### src/rtl/vif_pkg.sv
package vif_pkg;

    localparam int WORD_W  = 32;
    localparam int PRIO_W  = 8;
    localparam int BP_W    = 3;
    localparam int GADDR_W = 3;

    // packed save/restore word field positions
    localparam int PM_LO    = 24;
    localparam int BP0_LO   = 21;
    localparam int BP1_LO   = 18;
    localparam int EOIM_BIT = 9;
    localparam int CBPR_BIT = 4;
    localparam int FIQ_BIT  = 3;
    localparam int EN1_BIT  = 1;
    localparam int EN0_BIT  = 0;

    typedef struct packed {
        logic [PRIO_W-1:0] pmask;
        logic [BP_W-1:0]   bp0;
        logic [BP_W-1:0]   bp1;
        logic              eoim;
        logic              cbpr;
        logic              en1;
        logic              en0;
    } vif_state_t;

    typedef enum logic [GADDR_W-1:0] {
        GREG_PMASK = 3'd0,
        GREG_BP0   = 3'd1,
        GREG_BP1   = 3'd2,
        GREG_CTRL  = 3'd3,
        GREG_EN0   = 3'd4,
        GREG_EN1   = 3'd5
    } greg_e;

    typedef enum logic [1:0] {
        WS_IDLE  = 2'd0,
        WS_HYP   = 2'd1,
        WS_GUEST = 2'd2
    } wsrc_e;

    function automatic logic [BP_W-1:0] bp_floor(input logic [BP_W-1:0] v,
                                                 input logic [BP_W-1:0] lo);
        return (v < lo) ? lo : v;
    endfunction

    function automatic logic [BP_W-1:0] bp_inc_sat(input logic [BP_W-1:0] v);
        return (v == {BP_W{1'b1}}) ? v : v + 1'b1;
    endfunction

    function automatic logic [WORD_W-1:0] pack_state(input vif_state_t s);
        logic [WORD_W-1:0] w;
        w = '0;
        w[PM_LO  +: PRIO_W] = s.pmask;
        w[BP0_LO +: BP_W]   = s.bp0;
        w[BP1_LO +: BP_W]   = s.bp1;
        w[EOIM_BIT]         = s.eoim;
        w[CBPR_BIT]         = s.cbpr;
        w[FIQ_BIT]          = 1'b1;
        w[EN1_BIT]          = s.en1;
        w[EN0_BIT]          = s.en0;
        return w;
    endfunction

    function automatic logic is_mapped(input logic [GADDR_W-1:0] a);
        return a <= GADDR_W'(GREG_EN1);
    endfunction

endpackage

### src/rtl/vif_wr_arbiter.sv
module vif_wr_arbiter
    import vif_pkg::*;
(
    input  logic               hv_we,
    input  logic               gst_we,
    input  logic [GADDR_W-1:0] gst_addr,
    input  logic               common_bp,
    output wsrc_e              src
);

    logic guest_ok;

    // a guest write is accepted only to a mapped register, and never to the
    // group 1 binary point while it is derived from group 0
    always_comb begin
        guest_ok = gst_we && is_mapped(gst_addr)
                   && !((gst_addr == GADDR_W'(GREG_BP1)) && common_bp);
    end

    always_comb begin
        unique casez ({hv_we, guest_ok})
            2'b1?:   src = WS_HYP;
            2'b01:   src = WS_GUEST;
            default: src = WS_IDLE;
        endcase
    end

endmodule

### src/rtl/vif_state_store.sv
module vif_state_store
    import vif_pkg::*;
#(
    parameter int BP0_MIN = 2,
    parameter int BP1_MIN = 3
) (
    input  logic               clk,
    input  logic               rst_n,
    input  wsrc_e              src,
    input  logic [WORD_W-1:0]  hv_wdata,
    input  logic [GADDR_W-1:0] gst_addr,
    input  logic [WORD_W-1:0]  gst_wdata,
    output vif_state_t         st_q
);

    localparam logic [BP_W-1:0] LO0 = BP_W'(BP0_MIN);
    localparam logic [BP_W-1:0] LO1 = BP_W'(BP1_MIN);

    vif_state_t st_d;

    // bits of the buses the store never looks at
    logic unused_bits;
    assign unused_bits = ^{hv_wdata[17:10], hv_wdata[8:5], hv_wdata[3:2],
                           gst_wdata[WORD_W-1:PRIO_W]};

    always_comb begin
        st_d = st_q;
        unique case (src)
            WS_HYP: begin
                st_d.pmask = hv_wdata[PM_LO +: PRIO_W];
                st_d.bp0   = bp_floor(hv_wdata[BP0_LO +: BP_W], LO0);
                st_d.bp1   = bp_floor(hv_wdata[BP1_LO +: BP_W], LO1);
                st_d.eoim  = hv_wdata[EOIM_BIT];
                st_d.cbpr  = hv_wdata[CBPR_BIT];
                st_d.en1   = hv_wdata[EN1_BIT];
                st_d.en0   = hv_wdata[EN0_BIT];
            end
            WS_GUEST: begin
                case (gst_addr)
                    GADDR_W'(GREG_PMASK): st_d.pmask = gst_wdata[PRIO_W-1:0];
                    GADDR_W'(GREG_BP0):   st_d.bp0   = bp_floor(gst_wdata[BP_W-1:0], LO0);
                    GADDR_W'(GREG_BP1):   st_d.bp1   = bp_floor(gst_wdata[BP_W-1:0], LO1);
                    GADDR_W'(GREG_CTRL): begin
                        st_d.eoim = gst_wdata[0];
                        st_d.cbpr = gst_wdata[1];
                    end
                    GADDR_W'(GREG_EN0):   st_d.en0 = gst_wdata[0];
                    GADDR_W'(GREG_EN1):   st_d.en1 = gst_wdata[0];
                    default: ;
                endcase
            end
            WS_IDLE: ;
            default: ;
        endcase
    end

    always_ff @(posedge clk) begin
        if (!rst_n) begin
            st_q.pmask <= '0;
            st_q.bp0   <= LO0;
            st_q.bp1   <= LO1;
            st_q.eoim  <= 1'b0;
            st_q.cbpr  <= 1'b0;
            st_q.en1   <= 1'b0;
            st_q.en0   <= 1'b0;
        end else begin
            st_q <= st_d;
        end
    end

endmodule

### src/rtl/vif_guest_read.sv
module vif_guest_read
    import vif_pkg::*;
(
    input  logic               clk,
    input  logic               rst_n,
    input  vif_state_t         st,
    input  logic [BP_W-1:0]    eff_bp1,
    input  logic [GADDR_W-1:0] gst_addr,
    output logic [WORD_W-1:0]  gst_rdata
);

    logic [WORD_W-1:0] rd_d;

    always_comb begin
        rd_d = '0;
        case (gst_addr)
            GADDR_W'(GREG_PMASK): rd_d[PRIO_W-1:0] = st.pmask;
            GADDR_W'(GREG_BP0):   rd_d[BP_W-1:0]   = st.bp0;
            GADDR_W'(GREG_BP1):   rd_d[BP_W-1:0]   = eff_bp1;
            GADDR_W'(GREG_CTRL):  rd_d[1:0]        = {st.cbpr, st.eoim};
            GADDR_W'(GREG_EN0):   rd_d[0]          = st.en0;
            GADDR_W'(GREG_EN1):   rd_d[0]          = st.en1;
            default:              rd_d             = '0;
        endcase
    end

    always_ff @(posedge clk) begin
        if (!rst_n) gst_rdata <= '0;
        else        gst_rdata <= rd_d;
    end

endmodule

### src/rtl/vif_ctrl_bank.sv
module vif_ctrl_bank
    import vif_pkg::*;
#(
    parameter int BP0_MIN = 2,
    parameter int BP1_MIN = 3
) (
    input  logic               clk,
    input  logic               rst_n,
    input  logic               hv_we,
    input  logic [WORD_W-1:0]  hv_wdata,
    output logic [WORD_W-1:0]  hv_rdata,
    input  logic [GADDR_W-1:0] gst_addr,
    input  logic               gst_we,
    input  logic [WORD_W-1:0]  gst_wdata,
    output logic [WORD_W-1:0]  gst_rdata,
    output logic [PRIO_W-1:0]  prio_mask_o,
    output logic [BP_W-1:0]    eff_bp0_o,
    output logic [BP_W-1:0]    eff_bp1_o,
    output logic               grp0_en_o,
    output logic               grp1_en_o,
    output logic               eoi_split_o,
    output logic               common_bp_o
);

    localparam vif_state_t RST_STATE = '{
        pmask: '0, bp0: BP_W'(BP0_MIN), bp1: BP_W'(BP1_MIN),
        eoim: 1'b0, cbpr: 1'b0, en1: 1'b0, en0: 1'b0
    };

    wsrc_e           wsrc;
    vif_state_t      st_q;
    logic [BP_W-1:0] bp1_derived;
    logic [BP_W-1:0] bp1_stored;

    vif_wr_arbiter u_arb (
        .hv_we     (hv_we),
        .gst_we    (gst_we),
        .gst_addr  (gst_addr),
        .common_bp (st_q.cbpr),
        .src       (wsrc)
    );

    vif_state_store #(
        .BP0_MIN (BP0_MIN),
        .BP1_MIN (BP1_MIN)
    ) u_store (
        .clk       (clk),
        .rst_n     (rst_n),
        .src       (wsrc),
        .hv_wdata  (hv_wdata),
        .gst_addr  (gst_addr),
        .gst_wdata (gst_wdata),
        .st_q      (st_q)
    );

    assign bp1_stored  = st_q.bp1;
    assign bp1_derived = st_q.cbpr ? bp_inc_sat(st_q.bp0) : st_q.bp1;

    vif_guest_read u_grd (
        .clk       (clk),
        .rst_n     (rst_n),
        .st        (st_q),
        .eff_bp1   (bp1_derived),
        .gst_addr  (gst_addr),
        .gst_rdata (gst_rdata)
    );

    // packed view: stored group 1 field, not the derived one
    always_ff @(posedge clk) begin
        if (!rst_n) hv_rdata <= pack_state(RST_STATE);
        else        hv_rdata <= pack_state(st_q);
    end

    always_comb begin
        prio_mask_o = st_q.pmask;
        eff_bp0_o   = st_q.bp0;
        eff_bp1_o   = bp1_derived;
        grp0_en_o   = st_q.en0;
        grp1_en_o   = st_q.en1;
        eoi_split_o = st_q.eoim;
        common_bp_o = st_q.cbpr;
    end

endmodule

### config.mk
export PLATFORM = sky130hd
export DESIGN_NAME = vif_ctrl_bank
export DESIGN_NICKNAME = d
export VERILOG_FILES = /design/src/rtl/vif_pkg.sv /design/src/rtl/vif_wr_arbiter.sv /design/src/rtl/vif_state_store.sv /design/src/rtl/vif_guest_read.sv /design/src/rtl/vif_ctrl_bank.sv
export SDC_FILE = /design/constraint.sdc
export NUM_CORES = 1
export LEC_CHECK = 0
export ABC_AREA = 0
export BUFFER_PORTS_ARGS = -buffer_cell sky130_fd_sc_hd__buf_2
export CAP_MARGIN = 20
export CORE_MARGIN = 4
export CORE_UTILIZATION = 39
export CTS_BUF_LIST = sky130_fd_sc_hd__clkbuf_4
export DETAILED_ROUTE_END_ITERATION = 16
export PLACE_DENSITY = 0.85
export SLEW_MARGIN = 10
export SYNTH_ARGS = -nofsm -noshare
export SYNTH_HDL_FRONTEND = slang
export SYNTH_SLANG_ARGS = --single-unit
### constraint.sdc
create_clock -name clk -period 1.42 [get_ports clk]
set_input_delay 0.071 -clock clk [delete_from_list [all_inputs] [get_ports clk]]
set_output_delay 0.071 -clock clk [all_outputs]
set_load 0.1 [all_outputs]
==> results.ini, run 1 <==
[logic_synthesis]
synth_flop_cell = dfxtp_1
ys_async_sr_fraction_pct = 0
postSynthCellCount = 248
synth_area_sq_mm = 0.00221
synthSimpleGateAreaFrac_pct = 19.5
synth_xor_area_share_pct = 0
syn_area_per_cell_sq_um = 8.92
synth_compound_area_share_pct = 17.5
synth-edff-count = 0
synthMuxAreaShare_pct = 0.905
synth_top_area_share_pct = 39.8
ys_warn_count = 0
synth-seq-area-share_pct = 39.8
yosysTopAreaCell = dfxtp_1
yosys.area_share.adder_pct = 0.566
synth-seq-cells = 44
synth_top_family_by_area = buffers and inverters
synth_cell_types = 50
synthTopCellsByArea = dfxtp_1 40%, buf_4 18%, and2_1 4.2%, nand2_1 3.9%, a211oi_1 2.7%

[critical_path]
path_class = reg -> out
r2r_slack_ps = -10
required_ps = 1350
crit_slowest_cell = dfxtp_2
start_kind = flip-flop
cp_cell_sequence = ha_4 > buf_6 > nand2_4 > mux2i_4 > a21oi_4 > buf_12
worstSetupEndpointType = output pin
path_max_fanout = 3
worstSetupStartpoint = u_store.st_q[7]
cp.arrival_ps = 1590
endpoint = eff_bp1_o[1]
regToRegStartpoint = u_store.st_q[7]
r2r_end = u_grd.gst_rdata[0]
rr_worst_depth = 6
slowest_delay_ps = 360

[sta]
rsz0062_at_grt = yes
finalClockSkew_ps = 11.0
hold_viol_final = 0
fin_ws_ps = -241
slew_viol_final = 0
setup_viol = 4
fmax_mhz = 602
period_needed_ps = 1660
fin_crit_sh_pct = 117

[floorplanning]
start_util_pct = 40.2
coreArea_sq_mm = 0.00551
die_x_um = 83.3
fp.dieH_um = 83.3
num_io_pins = 153
dieArea_sq_mm = 0.00694
rows = 27

[drt]
drt_iter0_markers = 57
postRouteAntennaNets = 0
drc = 0
dr.pass1.iters = 4
vias = 1985
detail_route.vias_per_cell = 4.84
wl_per_cell_um = 14.5
wirelength_um = 5930

[grt]
grt_start_max_net_pins = 19
grt_usage_pct = 16.0
grt_first_pass_wirelength_um = 8920
grt_antenna_before_repair = 0
grt_overflow = 0
first_global_vias = 1869

[placement]
place.gp.congestion = 0.853
hpwl_um = 4320
dp.cells = 385
numPortBuffers = 76
dpl_worst_slack_ps = -102

[final_layout]
layout_commonest_cell = buf_2
fin_nets = 410
fin_util_pct = 52.5
final_cell_mix = 72 x buf_2, 40 x dfxtp_1, 38 x conb_1, 21 x nand2_1, 15 x and2_1
layout-drive-gt1-share_pct = 39.9
areaGrowthSynthToFinish_pct = 30.7
antennaDiodeCount = 0
fin_cells = 410

[clocking]
cts.sinks = 44
cts_buffer_depth = 2
htreeDepth = 2
clock-root-buffer = clkbuf_4
cts_tree = done
cts_buffers = 5
clock_latency_ps = 360
path_clk_slew_ps = 130

[power_and_ir_drop]
p_leak_nw = 1.40
power_density_mw_per_mm2 = 1220
irDropWorstVdd_mv = 0.463
total_power_mw = 3.54

[run_status]
violations = negative setup slack
status = complete, but fails checks

[worst_hold_path]
hp-class = in -> reg

[run]
drv_cap = 0

-- cell families after synthesis --
kind of cell,after synthesis
adder cells (fa/ha/maj),1
multiplexers,2
buffers and inverters,68
AND/OR/NAND/NOR,76
flip-flops,44
other,2
AO/OA/AOI/OAI,55
-- through the flow --
step	hold slack [ps]	area, sq um	setup TNS [ps]
floorplan	220	2410	-851
global placement	331	2590	-54.6
detailed placement	338	2590	-185
CTS	0.812	2800	-467
global route	8.26	2890	-773
finish	18.3	2890	-509
-- registers in the layout, summed over array words and instances, names as in the netlist --
name,count
u_grd.gst_rdata,8
u_store.st_q,18
hv_rdata,18
-- repair_timing --
| action | in CTS | in global routing |
|---|---|---|
| pin swaps | 4 | 6 |
| hold buffers | 12 | 0 |
| endpoints found under the hold margin | 7 | 0 |
| resized for setup | 11 | 10 |
| setup buffers | 1 | 6 |
| endpoints found under the setup margin | 5 | 13 |
-- report_power, final --
group | internal (mW) | switching (mW) | total (mW) | leakage (nW)
Combinational | 0.316 | 1.28 | 1.60 | 1.01
Sequential | 1.31 | 0.0469 | 1.36 | 0.363
Clock | 0.183 | 0.403 | 0.586 | 0.0314
-- worst max-delay path, delay by kind of cell, from the launching register on --
family | cells | cell delay (ps)
DFF | 1 | 360
muxes | 1 | 260
buffers and inverters | 2 | 290
AOI/OAI and AO/OA | 1 | 90
adders and majority gates | 1 | 160
and+or+nand+nor | 1 | 70
-- worst min path at each step --
stage / start / to / slack [ps] / cells past startpoint
floorplan: hv_wdata[4] / u_store.st_q[2] / 220 / 2
global placement: gst_wdata[7] / u_store.st_q[17] / 330 / 3
detailed placement: gst_wdata[7] / u_store.st_q[17] / 340 / 3
CTS: hv_wdata[20] / u_store.st_q[6] / 0.8 / 3
global route: hv_wdata[24] / u_store.st_q[10] / 8 / 3
finish: hv_wdata[25] / u_store.st_q[11] / 20 / 3
-- synthesized netlist by cell type (3+ instances only) --
cell      number
a211oi_1       8
a21oi_1        9
a31oi_1        9
and2_1        15
buf_4         53
dfxtp_1       44
inv_1          9
nand2_1       23
nand2b_1       5
nor2_1        14
o211ai_1       3
o21ai_0        9
-- routing by layer --
layer  part of all wire [%]  wire length, um  global-route usage [%]  up-vias
met3                     10              593                    6.05        9
li1                       -                -                       -      948
met5                      0                0                       0        -
met1                     38             2230                    16.9      925
met4                    1.8              109                    6.54        0
met2                     51             3000                    28.5      103
-- area by class of cell --
class / count / area, sq um
sequential: 44 / 888
clock buffer: 5 / 37.5
timing repair buffer: 106 / 707
tap: 72 / 90.1
clock inverter: 2 / 11.3
multi-input combinational: 172 / 1120
fill: 502 / 2620
inverter: 9 / 33.8
No activity file was read; power rests on OpenSTA's default activity.
==> run 2, diff against run 1 <==
--- a/config.mk
+++ b/config.mk
@@ -10,10 +10,11 @@
 export CAP_MARGIN = 20
 export CORE_MARGIN = 4
 export CORE_UTILIZATION = 39
-export CTS_BUF_LIST = sky130_fd_sc_hd__clkbuf_4
+export CTS_BUF_LIST = sky130_fd_sc_hd__clkbuf_4 sky130_fd_sc_hd__clkbuf_8
 export DETAILED_ROUTE_END_ITERATION = 16
 export PLACE_DENSITY = 0.85
 export SLEW_MARGIN = 10
 export SYNTH_ARGS = -nofsm -noshare
 export SYNTH_HDL_FRONTEND = slang
 export SYNTH_SLANG_ARGS = --single-unit
+export TNS_END_PERCENT = 30
==> results.ini, run 2 (synthesized netlist as in run 1, its figures left out) <==
[sta]
rsz0062_at_grt = yes
fmax_mhz = 669
fin_crit_sh_pct = 105
period_needed_ps = 1490
finalClockSkew_ps = 6.04
fin_setup_tns_ps = -187
slew_viol_final = 0
setup_viol = 3
fin_ws_ps = -74.2
hold_viol_final = 0

[critical_path]
required_ps = 1350
path_max_fanout = 3
start_kind = flip-flop
worstSetupEndpointType = output pin
cp.arrival_ps = 1420
path_class = reg -> out

[floorplanning]
start_util_pct = 40.2
die_x_um = 83.3
dieArea_sq_mm = 0.00694
rows = 27
coreArea_sq_mm = 0.00551
fp.dieH_um = 83.3
num_io_pins = 153

[final_layout]
areaGrowthSynthToFinish_pct = 23.9
nFillCells = 509
multi_input_area_sq_mm = 0.00109
layout-drive-gt1-share_pct = 39.4
antennaDiodeCount = 0
reg_top3 = hv_rdata (18), u_store.st_q (18), u_grd.gst_rdata (8)
fin_cells = 394
layout_commonest_cell = buf_2
fin_nets = 393
final_area_sq_mm = 0.00274
regArea_sq_um = 888
final_cell_mix = 73 x buf_2, 40 x dfxtp_1, 38 x conb_1, 21 x nand2_1, 15 x and2_1

[drt]
wl_per_cell_um = 13.7
detail_route.vias_per_cell = 4.83
drc = 0
postRouteAntennaNets = 0
drt_iter0_markers = 105
wirelength_um = 5390
vias = 1903
dr.pass1.iters = 4

[placement]
hpwl_um = 4270
dpl_cell_area_sq_mm = 0.00258
numPortBuffers = 76
place.gp.congestion = 0.861
dpl_worst_slack_ps = -27.9
dp.cells = 386

[grt]
grt_overflow = 0
grt_start_max_net_pins = 18
grt_usage_pct = 15.0
grt_antenna_before_repair = 0
grt_first_pass_wirelength_um = 8480
first_global_vias = 1790

[run_status]
status = complete, but fails checks
violations = negative setup slack

[worst_hold_path]
hp-class = in -> reg

[power_and_ir_drop]
total_power_mw = 3.87
p_comb_share_pct = 39.6
share_seq_of_total_power_pct = 35.0
p_int_mw = 2.11
power_density_mw_per_mm2 = 1410
swShare_pct = 45.5
power.share.clock_pct = 25.5
p_leak_nw = 1.34
p_switching_mw = 1.76
irDropWorstVdd_mv = 0.694

[clocking]
clock-root-buffer = clkbuf_8
path_clk_slew_ps = 90
clock_latency_ps = 300
cts_buffer_depth = 2
holdBufCountCts = 0
cts_tree = done
cts.sinks = 44
htreeDepth = 2
cts_buffers = 5

[run]
drv_cap = 0

[run 2: cell types whose count changed in the layout (fill, tap and decap cells not counted), moves of 2 or more]
cell           delta
buf_6             -3
dlygate4sd3_1    -12
a21oi_1           +2
clkbuf_4          -6
clkbuf_8          +5
[run 2: repair_timing]
action,in CTS,in global routing
endpoints found under the setup margin,4,7
pin swaps,5,1
resized for setup,14,0
buffers inserted,1,0
[run 2: per-layer routing]
| metal | vias up | part of all wire, % | track usage [%] | routed length [um] |
|---|---|---|---|---|
| li1 | 904 | - | - | - |
| met1 | 890 | 37 | 16.1 | 1980 |
| met2 | 103 | 51 | 27.6 | 2720 |
| met3 | 6 | 12 | 5.65 | 622 |
| met4 | 0 | 1.2 | 3.86 | 63 |
| met5 | - | 0 | 0 | 0 |
[run 2: final timing paths]
check                                     start  depth (start not counted)            endpoint  slack [ps]
worst min-delay path               hv_wdata[31]                          3    u_store.st_q[17]          20
worst min register to register  u_store.st_q[1]                          2         hv_rdata[1]         480
worst max register to register  u_store.st_q[8]                          6  u_grd.gst_rdata[0]          30
worst max-delay path            u_store.st_q[8]                          5        eff_bp1_o[1]         -70
[run 2: per-stage QoR]
stage	util [%]	hold slack, ps
finish	49.8	17.6
global route	49.8	24.2
floorplan	-	215
detailed placement	46.8	336
global placement	46.8	322
CTS	49.8	16.2
[run 2: power by group through the flow]
stage / logic (mW) / clock network, mW / registers (mW)
floorplan: 1.07 / 0 / 1.68
global placement: 1.48 / 0 / 1.37
detailed placement: 1.50 / 0 / 1.38
CTS: 1.53 / 0.998 / 1.35
global route: 1.59 / 1.04 / 1.36
finish: 1.53 / 0.985 / 1.35
[run 2: final cells by class]
type | count | area share, %
well taps | 72 | 3.29
clock inverters | 3 | 1.69
repair buffers | 89 | 19.1
multi-input cells | 172 | 39.8
clock buffers | 5 | 2.51
flip-flops and latches | 44 | 32.4
inverters | 9 | 1.23
[run 2: worst max-delay path, stage by stage, from the launching register on]
cell and delay, ps:
dfxtp_2 360, ha_4 150, nand2_4 60, mux2i_4 210, a21oi_4 160, buf_12 190
